### config.mk
export PLATFORM = sky130hd
export DESIGN_NAME = pf_guard_seq
export DESIGN_NICKNAME = d
export VERILOG_FILES = /design/src/rtl/pfg_pkg.sv /design/src/rtl/pfg_level_filter.sv /design/src/rtl/pfg_recovery_timer.sv /design/src/rtl/pf_guard_seq.sv
export SDC_FILE = /design/constraint.sdc
export NUM_CORES = 1
export LEC_CHECK = 0
export BUFFER_PORTS_ARGS = -buffer_cell sky130_fd_sc_hd__clkbuf_2
export CELL_PAD_IN_SITES_DETAIL_PLACEMENT = 1
export CELL_PAD_IN_SITES_GLOBAL_PLACEMENT = 2
export CORE_ASPECT_RATIO = 0.75
export CORE_MARGIN = 2
export CORE_UTILIZATION = 31
export CTS_CLUSTER_SIZE = 20
export DETAILED_ROUTE_END_ITERATION = 12
export GPL_TIMING_DRIVEN = 0
export PLACE_DENSITY = 0.75
export SLEW_MARGIN = 20
export SYNTH_ARGS = -nofsm -noshare
export SYNTH_HDL_FRONTEND = slang
export SYNTH_SLANG_ARGS = --single-unit
### constraint.sdc
create_clock -name clk -period 2.2 [get_ports clk]
set_input_delay 0.22 -clock clk [delete_from_list [all_inputs] [get_ports clk]]
set_output_delay 0.22 -clock clk [all_outputs]
set_load 0.02 [all_outputs]
### src/rtl/pfg_pkg.sv
package pfg_pkg;

    localparam int NUM_LVL  = 4;
    localparam int LVL_SW   = 0;   // above switchover level
    localparam int LVL_SEAL = 1;   // above seal-release level
    localparam int LVL_MID  = 2;
    localparam int LVL_TOP  = 3;

    typedef enum logic [2:0] {
        ST_SEALED  = 3'd0,
        ST_BACKUP  = 3'd1,
        ST_PROTECT = 3'd2,
        ST_RECOVER = 3'd3,
        ST_NORMAL  = 3'd4
    } pfg_state_e;

    typedef struct packed {
        pfg_state_e state;
        logic       seal;
    } pfg_ctl_t;

endpackage

### src/rtl/pfg_level_filter.sv
module pfg_level_filter #(
    parameter int N = 4
) (
    input  logic         clk,
    input  logic         rst,
    input  logic [N-1:0] raw_i,
    output logic [N-1:0] clean_o
);

    typedef struct packed {
        logic [N-1:0] s1;
        logic [N-1:0] s2;
        logic [N-1:0] prev;
        logic [N-1:0] acc;
    } filt_t;

    filt_t f_d, f_q;

    always_comb begin
        f_d      = f_q;
        f_d.s1   = raw_i;
        f_d.s2   = f_q.s1;
        f_d.prev = f_q.s2;
        for (int i = 0; i < N; i++) begin
            if (f_q.s2[i] == f_q.prev[i]) begin
                f_d.acc[i] = f_q.s2[i];
            end
        end
    end

    always_ff @(posedge clk) begin
        if (rst) begin
            f_q <= '0;
        end else begin
            f_q <= f_d;
        end
    end

    assign clean_o = f_q.acc;

    for (genvar g = 0; g < N; g++) begin : g_chk

        filter_agree_chk: assert property (@(posedge clk) disable iff (rst)
            (clean_o[g] != $past(clean_o[g])) |-> ($past(raw_i[g], 3) == $past(raw_i[g], 4)))
            else $error("filter accepted a flag without two agreeing samples");
    end

endmodule

### src/rtl/pfg_recovery_timer.sv
module pfg_recovery_timer #(
    parameter int LIM_W   = 7,
    parameter int LIM_MIN = 2,
    parameter int LIM_MAX = 125
) (
    input  logic             clk,
    input  logic             rst,
    input  logic [LIM_W-1:0] limit_i,
    input  logic             clear_i,
    input  logic             step_i,
    output logic             done_o
);

    localparam logic [LIM_W-1:0] MIN_V = LIM_W'(LIM_MIN);
    localparam logic [LIM_W-1:0] MAX_V = LIM_W'(LIM_MAX);

    logic [LIM_W-1:0] cnt_d, cnt_q;
    logic [LIM_W-1:0] lim_eff;
    logic [LIM_W:0]   cnt_inc;

    always_comb begin
        if (limit_i < MIN_V) begin
            lim_eff = MIN_V;
        end else if (limit_i > MAX_V) begin
            lim_eff = MAX_V;
        end else begin
            lim_eff = limit_i;
        end
        cnt_inc = {1'b0, cnt_q} + 1'b1;
        done_o  = step_i && (cnt_inc >= {1'b0, lim_eff});
        cnt_d   = cnt_q;
        if (clear_i) begin
            cnt_d = '0;
        end else if (step_i && !done_o) begin
            cnt_d = cnt_inc[LIM_W-1:0];
        end
    end

    always_ff @(posedge clk) begin
        if (rst) begin
            cnt_q <= '0;
        end else begin
            cnt_q <= cnt_d;
        end
    end


    timer_max_chk: assert property (@(posedge clk) disable iff (rst)
        cnt_q < MAX_V)
        else $error("recovery count passed the clamp ceiling");


    timer_clear_chk: assert property (@(posedge clk) disable iff (rst)
        clear_i |=> (cnt_q == '0))
        else $error("recovery count not cleared");

endmodule

### src/rtl/pf_guard_seq.sv
module pf_guard_seq
    import pfg_pkg::*;
#(
    parameter int LIM_W   = 7,
    parameter int LIM_MIN = 2,
    parameter int LIM_MAX = 125
) (
    input  logic             clk,
    input  logic             rst,
    input  logic             tick_ms_i,
    input  logic             tol_narrow_i,
    input  logic [LIM_W-1:0] rec_ms_i,
    input  logic [3:0]       lvl_i,
    output logic             wr_block_o,
    output logic             io_hiz_o,
    output logic             bat_sel_o,
    output logic             seal_done_o
);

    logic [NUM_LVL-1:0] lvl_ok;
    logic               f_sw, f_seal, f_full, f_trip;
    logic               t_clear, t_step, t_done;
    pfg_ctl_t           ctl_d, ctl_q;

    pfg_level_filter #(.N(NUM_LVL)) i_filter (
        .clk     (clk),
        .rst     (rst),
        .raw_i   (lvl_i),
        .clean_o (lvl_ok)
    );

    assign f_sw   = lvl_ok[LVL_SW];
    assign f_seal = lvl_ok[LVL_SEAL];
    assign f_full = tol_narrow_i ? lvl_ok[LVL_TOP] : lvl_ok[LVL_MID];
    assign f_trip = tol_narrow_i ? lvl_ok[LVL_MID] : lvl_ok[LVL_SEAL];

    assign t_clear = (ctl_q.state != ST_RECOVER);
    assign t_step  = (ctl_q.state == ST_RECOVER) && tick_ms_i && f_full && f_sw;

    pfg_recovery_timer #(
        .LIM_W   (LIM_W),
        .LIM_MIN (LIM_MIN),
        .LIM_MAX (LIM_MAX)
    ) i_timer (
        .clk     (clk),
        .rst     (rst),
        .limit_i (rec_ms_i),
        .clear_i (t_clear),
        .step_i  (t_step),
        .done_o  (t_done)
    );

    always_comb begin
        ctl_d      = ctl_q;
        ctl_d.seal = ctl_q.seal | f_seal;
        unique case (ctl_q.state)
            ST_SEALED: begin
                if (f_seal) ctl_d.state = ST_PROTECT;
            end
            ST_BACKUP: begin
                if (f_sw) ctl_d.state = ST_PROTECT;
            end
            ST_PROTECT: begin
                if (!f_sw)       ctl_d.state = ST_BACKUP;
                else if (f_full) ctl_d.state = ST_RECOVER;
            end
            ST_RECOVER: begin
                if (!f_sw)        ctl_d.state = ST_BACKUP;
                else if (!f_full) ctl_d.state = ST_PROTECT;
                else if (t_done)  ctl_d.state = ST_NORMAL;
            end
            ST_NORMAL: begin
                if (!f_sw)        ctl_d.state = ST_BACKUP;
                else if (!f_trip) ctl_d.state = ST_PROTECT;
            end
            default: ctl_d.state = ST_SEALED;
        endcase
    end

    always_ff @(posedge clk) begin
        if (rst) begin
            ctl_q <= '{state: ST_SEALED, seal: 1'b0};
        end else begin
            ctl_q <= ctl_d;
        end
    end

    assign wr_block_o  = (ctl_q.state != ST_NORMAL);
    assign io_hiz_o    = (ctl_q.state != ST_NORMAL);
    assign bat_sel_o   = (ctl_q.state == ST_BACKUP);
    assign seal_done_o = ctl_q.seal;


    seal_sticky_chk: assert property (@(posedge clk) disable iff (rst)
        seal_done_o |=> seal_done_o)
        else $error("seal flag reverted");


    backup_needs_seal_chk: assert property (@(posedge clk) disable iff (rst)
        bat_sel_o |-> seal_done_o)
        else $error("backup selected while sealed");


    access_needs_seal_chk: assert property (@(posedge clk) disable iff (rst)
        !io_hiz_o |-> seal_done_o)
        else $error("access opened before seal release");


    normal_via_recover_chk: assert property (@(posedge clk) disable iff (rst)
        (ctl_q.state != ST_NORMAL && ctl_q.state != ST_RECOVER) |=> ctl_q.state != ST_NORMAL)
        else $error("normal entered without recovery");


    backup_on_low_chk: assert property (@(posedge clk) disable iff (rst)
        (ctl_q.seal && !f_sw && ctl_q.state != ST_SEALED) |=> bat_sel_o)
        else $error("backup not selected below switchover");

endmodule

## Word level (Yosys, flattened, before mapping)

Index checks and enable logic that the tools add are counted.

- Bits in registers: 27
- Input port bits: 15
- Output and inout port bits: 4
- Memories: 0
- Bits in writable memories: 0
- Memory bits (read-only): 0
- Latch bits: 0

- Div/mod/pow operators: 0
- $mul: 0
- Order comparisons: 3
- Equal/unequal tests: 15
- $add $sub $neg: 1
- Reductions and logical operators: 9
- Bitwise gates (word level): 1
- Multiplexer cells: 14
- Shift-type cells: 0

Operator list:

| kind | number |
|---|---|
| 2-to-1 mux 3 bit | 9 |
| case mux 3 bit (5 select lines) | 1 |
| 2-to-1 mux 7 bit | 2 |
| inequality test 3 bit, second input constant | 3 |
| adder 7 x 1 -> 8 bit, second input constant | 1 |
| greater-or-equal comparator 8 x 7 -> 1 bit | 1 |
| > comparator 7 bit, second input constant | 1 |
| less-than comparator 7 x 2 -> 1 bit, second input constant | 1 |
| == test 3 x 2 -> 1 bit, second input constant | 2 |
| logical AND 1 bit | 5 |
| AND reduction 5 bit | 1 |
| == test 1 bit | 4 |
| inequality test 2 x 1 -> 1 bit, second input constant | 2 |
| inequality test 4 x 3 -> 1 bit, second input constant | 1 |
| == test 3 x 1 -> 1 bit, second input constant | 1 |
| == test 3 bit, second input constant | 1 |
| logical NOT 3 bit | 1 |
| inequality test 3 x 2 -> 1 bit, second input constant | 1 |
| 2-to-1 mux 1 bit | 2 |
| OR reduction 2 bit | 1 |
| logical NOT 1 bit | 1 |
| bitwise OR 1 bit | 1 |

## Depth between registers and ports, before layout

Gate-level depths: netlist of the first run.

- Depth in word-level cells: 9
- Mapped depth: 11
- Gate-level depth less buffers: 10

## Hierarchy

Synthesis of the first run repeated with hierarchy kept, for this count alone.

- Cell total of the unflattened synthesis: 157
- Area, all modules: 1440.1 um^2

By module, submodules not included:

| module | area each (um^2) | cells each | instances |
|---|---|---|---|
| pfg_recovery_timer | 639.4 | 80 | 1 |
| pfg_level_filter | 516.7 | 45 | 1 |
| pf_guard_seq | 284.0 | 32 | 1 |

## Least setup slack after synthesis of the first run

OpenSTA, ideal clock, no wires.

- Path kind: register to register
- Start point: register i_timer.cnt_q[0]
- End point: register i_timer.cnt_q[3]
- Path slack: -110 ps
- Data arrival time: 2238 ps
- Period minus slack after synthesis: 2310 ps
- Stages on the path, launching flop included: 11
- Path through: dfxtp_1 -> ha_1 -> and3_1 -> and3_1 -> xor2_1 -> ha_1 -> o2111ai_1 -> o21ai_1 -> buf_2 -> nor4_1 -> mux2i_1

- Longest elaborated chain between the ends: 5

Ends and longest elaborated chain:

| item | RTL line | RTL |
|---|---|---|
| from (decl) | pfg_recovery_timer.sv:17 | `logic [LIM_W-1:0] cnt_d, cnt_q;` |
| from (signal assigned) | pfg_recovery_timer.sv:43 | `cnt_q <= cnt_d;` |
| adder 7 x 1 -> 8 bit | pfg_recovery_timer.sv:29 | `cnt_inc = {1'b0, cnt_q} + 1'b1;` |
| named net i_timer.cnt_inc[6] | pfg_recovery_timer.sv:19 | `logic [LIM_W:0] cnt_inc;` |
| greater-or-equal comparator 8 x 7 -> 1 bit | pfg_recovery_timer.sv:30 | `done_o = step_i && (cnt_inc >= {1'b0, lim_eff});` |
| logical AND 1 bit | pfg_recovery_timer.sv:30 |  |
| logical NOT 1 bit | pfg_recovery_timer.sv:34 | `end else if (step_i && !done_o) begin` |
| logical AND 1 bit | pfg_recovery_timer.sv:34 |  |

The timed path passes the listed nets, and every way through them passes these cells.
A chain may end at the register's enable or synchronous reset.

## Final worst setup path of the first run

- Start point: register i_timer.cnt_q[0]
- End point: register i_timer.cnt_q[5]

The elaborated chain is that of the path after synthesis.

==> impl_metrics.yaml, run 1 <==
cells_and_area:
  finish.instance_area_um2: 1890
  diodes: 0
  nNetsFinal: 219
  area_delta_synth_final_pct: 32.5
  final_cells: 252
  final_core_util_pct: 42.7
  num-fill-cells: 540
  drive_above_1_share_pct: 30.8
global_routing:
  grt_max_degree: 18
  grt_pass1_vias: 1337
  grt_use_total_pct: 15.7
  antenna_found_initial: 0
  overflow: 0
  grt_pass1_wl_mm: 6.38
min_path:
  min_from: "lvl_i[1]"
  hold_path_class: "in2reg"
  whs_endpoint: "i_filter.f_d[9]"
  worstHoldPathCells: 2
logic_synthesis:
  yosysUniqueCellTypes: 42
  synth.cell_area_um2: 1430
  synth_top_cell_by_area: "dfxtp_1"
  synth_top_area_share_pct: 37.8
  synth_cells: 163
  ys_ff_latch: 27
  netlist_top_cells_count: "dfxtp_1, nand2_1, nor2b_1, a21oi_1"
  synth_nets: 186
  async_flop_share_pct: 0
  yosysMostFrequentCell: "dfxtp_1"
  yosys_warnings: 0
  synth.area.top_cells: "dfxtp_1, ha_1, nor2b_1"
  ys.flop_type: "dfxtp_1"
  ys_seq_area_share_pct: 37.8
  synth_edf_count: 0
  syn_avg_cell_area_um2: 8.77
worst_setup_path:
  slowest_delay_ns: 0.38
  cp_slowest_cell: "dfxtp_4"
  crit_path_end_kind: "flop"
  worstPathArrival_ns: 2.55
  path_class: "reg2reg"
  path_cells: "ha_4, and3_4, and3_4, xor2_2, ha_1, a21oi_2, o21ai_4, buf_6, buf_4, nor3_4, mux2i_1"
  rrSetupSlack_ns: -0.14
  worst-path-max-fanout: 5
  timing.rr.start: "i_timer.cnt_q[0]"
  cp_data_required_time_ns: 2.41
  cp_num_buf_inv: 2
  crit_family: "adder cells"
  worstRegToRegCells: 11
  setup.worst_path.start_class: "flop"
  cpMostUsedCell: "and3_4"
  worst_r2r_endpoint: "i_timer.cnt_q[5]"
run_status:
  violations: "negative setup slack"
  run_status: "complete, but fails checks"
power:
  clkPwrFrac_pct: 33.1
  ir_drop_mv: 0.286
  powerDensity_nw_per_um2: 475
  power.switching_mw: 0.225
  seqPwrFrac_pct: 56.9
  p_int_mw: 0.675
  swShare_pct: 25.0
  finalPower_mw: 0.900
  power_leakage_nw: 0.741
  combPwrFrac_pct: 9.9
sta:
  layout_min_cycle_time_ns: 2.34
  max-slew-margin-rel_pct: 45.6
  setup_viol: 9
  drv_slew: 0
  hold_ws_ns: 0.153
  fin_worst_skew_ns: 0.00552
  fin_ws_ns: -0.139
  hold_violations: 0
  finalCritPeriodShare_pct: 106
  fin_tns_setup_ns: -0.960
  fmax_ghz: 0.428
  worst_pin_slew_ns: 0.795
  grt_setup_unrepaired: "true"
cts:
  clkSinkCount: 27
  cts_made_buffers: 3
  cts_tree: "built"
  clockBufferDepth: 2
  htreeDepth: 1
  clk_pin_slew_worst_paths_ns: 0.10
  worstSkewPairLatency_ns: 0.27
  cts-root-buf: "clkbuf_8"
routing:
  drt_iter0_drc: 31
  ant_nets: 0
  route.detailed.drc: 0
  via_count: 1312
  wirelength_mm: 3.71
  routedWlPerCell_um: 14.7
  dr.pass1.iters: 4
  viasPerCell: 5.21
placed_design:
  io_buffers: 18
  post-place-ws_ns: -0.360
  dp_hpwl_mm: 2.68
  globalplace.congestion: 0.826
  placedCellCount: 238
  placed_area_um2: 1620
floorplan:
  die_w_um: 82.4
  fp.dieH_um: 62.8
  dieArea_um2: 5180
  initial_core_util_pct: 32.2
  coreArea_um2: 4440
  num_rows: 21
  io_pins: 19
job:
  maxCapViolCount: 0
-- layer usage --
metal	GRT usage, %	up-vias	wire length, um
met5	0	-	0
met4	2.50	0	13
met3	3.61	2	98
met2	24.3	15	1710
met1	22.4	647	1900
li1	-	648	-
-- registers in the layout (all words and copies together) (netlist names) --
signal / flops
i_filter.f_d: 8
i_filter.f_q: 4
i_timer.cnt_q: 7
seal_done_o: 1
ctl_q: 3
i_filter.clean_o: 4
-- how the worst max path moves through the flow --
| stage | from | endpoint | slack, ns | cells after the start |
|---|---|---|---|---|
| 5_1_grt | i_timer.cnt_q[0] | i_timer.cnt_q[1] | -0.28 | 11 |
| 3_5_place_dp | rec_ms_i[6] | i_timer.cnt_q[3] | -0.36 | 12 |
| 6_report | i_timer.cnt_q[0] | i_timer.cnt_q[5] | -0.14 | 11 |
| 4_1_cts | i_timer.cnt_q[0] | ctl_q[1] | -0.17 | 10 |
| 3_3_place_gp | rec_ms_i[6] | i_timer.cnt_q[3] | -0.32 | 12 |
| 2_1_floorplan | i_timer.cnt_q[0] | i_timer.cnt_q[4] | 0.01 | 10 |
-- repair_timing --
item,CTS,global route
hold buffers,0,0
setup endpoints to repair,10,10
gates cloned,1,0
gates resized for setup,23,7
pin swaps,13,10
setup buffers,7,2
-- kinds of logic (layout without fill, tap and decap cells) --
group	after synthesis	in the layout	share of synthesized area [%]
adders and majority gates	8	8	7.00
DFF	27	27	37.8
muxes	7	7	4.99
buffers and inverters	14	46	4.11
xor gates and xnor gates	5	5	3.06
AOI/OAI and AO/OA	37	37	16.7
and+or+nand+nor	65	65	26.3
-- power by group through the flow --
| stage | combinational (mW) | clock [mW] | sequential, mW |
|---|---|---|---|
| 2_1_floorplan | 0.0532 | 0 | 0.523 |
| 3_3_place_gp | 0.0775 | 0 | 0.525 |
| 3_5_place_dp | 0.0814 | 0 | 0.526 |
| 4_1_cts | 0.0861 | 0.311 | 0.512 |
| 5_1_grt | 0.101 | 0.334 | 0.515 |
| 6_report | 0.0892 | 0.298 | 0.512 |
-- cell type report --
type                    instances  area (um2)  area share, %
inverters                       8        30.0           1.59
multi-input cells             122         976           51.5
flip-flops and latches         27         551           29.1
repair buffers                 28         181           9.58
clock buffers                   3        41.3           2.18
plain buffers                   6        35.0           1.85
well taps                      57        71.3           3.76
clock inverters                 1        8.76          0.462
-- layout by cell type, fill, tap and decap left out, types with 2 or more instances in the layout --
cell / n
dfxtp_1: 23
nor3_4: 2
a21boi_1: 3
o21ai_2: 2
xor2_1: 3
mux2i_1: 6
o31a_1: 2
nor2b_1: 12
clkbuf_8: 3
o31ai_1: 2
o21ai_0: 7
buf_4: 9
a21oi_1: 8
clkbuf_1: 3
nor3_1: 3
nor4_1: 2
nand2_1: 15
buf_6: 2
inv_1: 8
or4_1: 3
nand2b_1: 7
and3_4: 2
nor4_4: 2
dfxtp_2: 2
dfxtp_4: 2
nor2_1: 7
clkbuf_2: 18
ha_1: 7
-- worst reg2reg max path: cells and delay by family (launching register included) --
| kind | cells | cell delay (ns) |
|---|---|---|
| AOI/OAI and AO/OA | 2 | 0.29 |
| xor gates and xnor gates | 1 | 0.14 |
| adders and majority gates | 2 | 0.51 |
| DFF | 1 | 0.38 |
| muxes | 1 | 0.22 |
| buffers and inverters | 2 | 0.27 |
| and+or+nand+nor | 3 | 0.47 |
Note: power is estimated with default switching activity, not from simulation.
==> run 2, diff against run 1 <==
- RECOVER_POWER: not set -> 25
- TNS_END_PERCENT: not set -> 1
==> run 2 against run 1 <==
Against the previous run: the flow still finishes with violations (negative setup slack); non-clock buffer count is 1 lower; utilization down 0.25 points; global-route usage fell by 0.068 points; hold slack barely moved; clock skew barely moved; critical path type unchanged; largest power group unchanged.
==> impl_metrics.yaml, run 2 (same netlist as run 1, synthesis figures left out) <==
run_status:
  run_status: "complete, but fails checks"
  violations: "negative setup slack"
routing:
  dr.pass1.iters: 4
  ant_nets: 0
  viasPerCell: 5.23
  drt_iter0_drc: 52
  via_count: 1312
  routedWlPerCell_um: 14.7
  route.detailed.drc: 0
  wirelength_mm: 3.68
cells_and_area:
  nNetsFinal: 218
  final_cell_mix: "dfxtp_1, clkbuf_2, nand2_1, nor2b_1"
  final_core_util_pct: 42.4
  regArea_um2: 551
  diodes: 0
  area_delta_synth_final_pct: 31.7
  multiInputGateArea_um2: 973
  largest_reg_flops: 8
  finish.instance_area_um2: 1880
  drive_above_1_share_pct: 29.9
  num-fill-cells: 540
  final_common_cell: "dfxtp_1"
placed_design:
  globalplace.congestion: 0.826
  dp_hpwl_mm: 2.68
  placed_area_um2: 1620
  io_buffers: 18
  post-place-ws_ns: -0.360
cts:
  cts-root-buf: "clkbuf_8"
  htreeDepth: 1
  worstSkewPairLatency_ns: 0.28
  clk_pin_slew_worst_paths_ns: 0.10
  cts_tree: "built"
  clockBufferDepth: 2
  clkSinkCount: 27
  cts_made_buffers: 3
floorplan:
  dieArea_um2: 5180
  io_pins: 19
  initial_core_util_pct: 32.2
  num_rows: 21
  die_w_um: 82.4
  fp.dieH_um: 62.8
  coreArea_um2: 4440
worst_setup_path:
  slowest_delay_ns: 0.38
  setup.worst_path.start_class: "flop"
  crit_path_end_kind: "flop"
  worst-path-max-fanout: 5
  path_cells: "ha_4, xor2_1, ha_1, a211o_1, a31oi_1, o21ai_4, buf_4, nor4b_4, mux2i_1"
  worstPathArrival_ns: 2.63
  cp_slowest_cell: "dfxtp_4"
  cp_data_required_time_ns: 2.41
  path_class: "reg2reg"
global_routing:
  grt_use_total_pct: 15.6
  grt_pass1_vias: 1342
  antenna_found_initial: 0
  overflow: 0
  grt_max_degree: 18
  grt_pass1_wl_mm: 6.34
sta:
  drv_slew: 0
  hold_violations: 0
  layout_min_cycle_time_ns: 2.41
  fin_worst_skew_ns: 0.00545
  fin_tns_setup_ns: -1.51
  max-slew-margin-rel_pct: 48.9
  hold_ws_ns: 0.152
  fin_ws_ns: -0.215
  setup_viol: 10
  grt_setup_unrepaired: "true"
  fmax_ghz: 0.414
  worst_pin_slew_ns: 0.747
  finalCritPeriodShare_pct: 110
power:
  power_leakage_nw: 0.735
  ir_drop_mv: 0.289
  powerDensity_nw_per_um2: 478
job:
  maxCapViolCount: 0
min_path:
  hold_path_class: "in2reg"
[run 2: stage by stage]
| step | std cells | total power [mW] |
|---|---|---|
| floorplan | 163 | 0.576 |
| global placement | 238 | 0.603 |
| detailed placement | 238 | 0.608 |
| CTS | 250 | 0.910 |
| global route | 251 | 0.949 |
| finish | 251 | 0.899 |
[run 2: final cells by class]
class	count	share of cell area [%]
repair buffers	27	9.17
plain buffers	6	1.86
clock inverters	1	0.465
well taps	57	3.79
clock buffers	3	2.19
flip-flops and latches	27	29.2
multi-input cells	122	51.7
inverters	8	1.59
[run 2: where the power goes]
part	switching (mW)	internal [mW]	total [mW]	leakage (nW)
Sequential	0.0126	0.500	0.512	0.222
Clock	0.166	0.133	0.299	0.0261
Combinational	0.0470	0.0412	0.0882	0.487
[run 2: worst paths after layout]
| check | from | to | slack (ns) | cells past startpoint |
|---|---|---|---|---|
| max | i_timer.cnt_q[0] | i_timer.cnt_q[4] | -0.21 | 9 |
| min | lvl_i[1] | i_filter.f_d[9] | 0.15 | 2 |
| max reg2reg | i_timer.cnt_q[0] | i_timer.cnt_q[4] | -0.21 | 9 |
| min reg2reg | i_filter.f_d[10] | i_filter.f_d[6] | 0.45 | 1 |
[run 2: per-layer routing]
metal / vias to the layer above / GRT usage [%] / wire length [um]
met5: - / 0 / 0
met4: 0 / 2.50 / 13
met3: 2 / 3.61 / 94
met2: 19 / 24.1 / 1650
met1: 650 / 22.4 / 1930
li1: 641 / - / -
[run 2: worst max-delay path, delay by kind of cell, from the launching register on]
kind                       cells  cell delay, ns
AOI/OAI and AO/OA              3            0.71
xor gates and xnor gates       1            0.14
adders and majority gates      2            0.46
buffers and inverters          1            0.18
DFF                            1            0.38
muxes                          1            0.21
and+or+nand+nor                1            0.26
[run 2: timing repair]
item | in CTS | in global routing
hold buffers | 0 | 0
resized for setup | 19 | 10
gates cloned | 1 | 0
buffers inserted | 7 | 1
pin swaps | 9 | 7
setup endpoints to repair | 10 | 10
==> run 3, diff against run 2 <==
- ABC_AREA: not set -> 1
- CORE_UTILIZATION: 31 -> 28
- PLACE_DENSITY: 0.75 -> 0.74
==> run 3 against run 2 <==
Against the previous run: the run now ends clean; area after synthesis is 1.7% lower; fmax is 16% higher; clock-buffer cell count stayed put; combinational power is 41% lower; largest cell class unchanged; largest power group unchanged.
==> impl_metrics.yaml, run 3 <==
run_status:
  run_status: "finished, final reports clean"
worst_setup_path:
  cp_num_buf_inv: 1
  slowest_delay_ns: 0.38
  setup.worst_path.start_class: "flop"
  path_class: "reg2reg"
  crit_path_end_kind: "flop"
  path_cells: "ha_1, nand2_2, nor3_2, xor2_1, ha_1, nand2_1, nand2_2, nor2_4, nand3_4, buf_8, o21ai_2, a21oi_1"
  worstPathArrival_ns: 2.26
  crit_family: "simple AND/OR/NAND/NOR gates"
  worst-path-max-fanout: 6
  cp_data_required_time_ns: 2.37
  cp_slowest_cell: "dfxtp_4"
logic_synthesis:
  syn_avg_cell_area_um2: 7.06
  synth.area.top_cells: "dfxtp_1, inv_1, nor2_1"
  yosysMostFrequentCell: "inv_1"
  ys_ff_latch: 27
  synth.cell_area_um2: 1410
  netlist_top_cells_count: "inv_1, nor2_1, dfxtp_1, nand2_1, a21oi_1"
  synth_cells: 199
  synthAdderAreaFrac_pct: 7.12
  synth_nets: 222
  synth_top_area_share_pct: 38.5
  synth_edf_count: 0
  synth-simple-area-share_pct: 25.6
  yosysUniqueCellTypes: 24
  ys.flop_type: "dfxtp_1"
  ys_seq_area_share_pct: 38.5
  synth_top_cell_by_area: "dfxtp_1"
  synthMuxAreaShare_pct: 0
  synthXorXnorAreaFrac_pct: 1.87
  synth_top_family_by_area: "simple AND/OR/NAND/NOR gates"
  synth_compound_area_share_pct: 12.3
  async_flop_share_pct: 0
  yosys_warnings: 0
power:
  powerDensity_nw_per_um2: 479
  power_leakage_nw: 0.815
  ir_drop_mv: 0.298
cts:
  worstSkewPairLatency_ns: 0.27
  cts_tree: "built"
  cts_made_buffers: 3
  clkSinkCount: 27
  cts-root-buf: "clkbuf_8"
  clk_pin_slew_worst_paths_ns: 0.09
  htreeDepth: 1
  clockBufferDepth: 2
  cts_hold_buf: 0
sta:
  hold_ws_ns: 0.129
  hold_violations: 0
  fin_ws_ns: 0.110
  worst_pin_slew_ns: 0.597
  fin_tns_setup_ns: 0
  setup_viol: 0
  drv_slew: 0
  finalCritPeriodShare_pct: 95.0
  fmax_ghz: 0.479
  grt_setup_unrepaired: "true"
  fin_worst_skew_ns: 0.00453
  max-slew-margin-rel_pct: 60.1
  layout_min_cycle_time_ns: 2.09
cells_and_area:
  diodes: 0
  final_common_cell: "inv_1"
  nNetsFinal: 248
  regArea_um2: 553
  drive_above_1_share_pct: 21.9
  final_core_util_pct: 35.5
  num-fill-cells: 627
  finish.instance_area_um2: 1730
  largest_reg_flops: 8
  area_delta_synth_final_pct: 23.2
  final_cell_mix: "inv_1, nor2_1, nand2_1, dfxtp_1, clkbuf_2"
  multiInputGateArea_um2: 713
min_path:
  hold_path_class: "in2reg"
routing:
  wirelength_mm: 3.01
  routedWlPerCell_um: 10.6
  viasPerCell: 4.25
  drt_iter0_drc: 29
  ant_nets: 0
  route.detailed.drc: 0
  via_count: 1208
  dr.pass1.iters: 5
placed_design:
  placed_area_um2: 1570
  globalplace.congestion: 0.758
  dp_hpwl_mm: 2.33
  io_buffers: 17
  post-place-ws_ns: -0.112
job:
  maxCapViolCount: 0
floorplan:
  initial_core_util_pct: 28.8
  dieArea_um2: 5610
  coreArea_um2: 4870
  num_rows: 22
  fp.dieH_um: 65.4
  die_w_um: 85.8
  io_pins: 19
global_routing:
  grt_pass1_wl_mm: 5.10
  grt_max_degree: 16
  overflow: 0
  grt_pass1_vias: 1182
  antenna_found_initial: 0
  grt_use_total_pct: 11.3
run 3: cell count changes after synthesis, moves of 5 or more:
cell	change
inv_1	+38
nor2_1	+20
nand2_1	+12
nor2b_1	-12
nand2b_1	-7
mux2i_1	-6
nand3_1	+6
a21oi_1	+5
run 3: tightest hold or removal path, delay by kind of cell:
kind,cells,cell delay [ns]
buf+inv,2,0.12
simple gates,1,0.03
run 3: area by class of cell:
type | count | share of cell area, %
clock inverter | 1 | 0.289
tap | 60 | 4.34
timing repair buffer | 21 | 7.66
buffer | 4 | 1.74
sequential | 27 | 32.0
multi-input combinational | 120 | 41.2
clock buffer | 3 | 2.39
inverter | 48 | 10.4
run 3: path summary, 6_finish.rpt:
kind	slack, ns	end	from	cells after the start
min reg2reg	0.41	i_filter.f_d[4]	i_filter.f_d[8]	2
max reg2reg	0.11	i_timer.cnt_q[2]	i_timer.cnt_q[0]	12
min	0.13	i_filter.f_d[10]	lvl_i[2]	3
max	0.11	i_timer.cnt_q[2]	i_timer.cnt_q[0]	12
run 3: cell families after synthesis:
logic type	after synthesis
AO/OA/AOI/OAI	32
XOR/XNOR	3
adder cells (fa/ha/maj)	8
buffers and inverters	52
flip-flops	27
AND/OR/NAND/NOR	77
run 3: routing by layer:
metal | up-vias | track usage, % | routed length (um)
li1 | 665 | - | -
met1 | 527 | 16.0 | 1660
met2 | 14 | 17.6 | 1250
met3 | 2 | 2.64 | 69
met4 | 0 | 2.38 | 25
met5 | - | 0 | 0
run 3: what timing repair did:
| item | 4_1_cts | 5_1_grt |
|---|---|---|
| gates cloned | 0 | 1 |
| setup endpoints to repair | 9 | 9 |
| resized for setup | 5 | 16 |
| pin swaps | 0 | 9 |
| buffers inserted | 0 | 3 |
run 3: power breakdown:
group | total [mW] | leakage (nW) | internal, mW | switching (mW)
clock | 0.279 | 0.0255 | 0.127 | 0.152
combinational | 0.0520 | 0.567 | 0.0217 | 0.0303
sequential | 0.498 | 0.223 | 0.494 | 0.00396
total | 0.829 | 0.815 | 0.642 | 0.186
run 3: metrics by stage:
stage          total power, mW  std cells
2_1_floorplan            0.544        199
3_3_place_gp             0.564        276
3_5_place_dp             0.566        276
4_1_cts                  0.848        280
5_1_grt                  0.869        284
6_report                 0.829        284
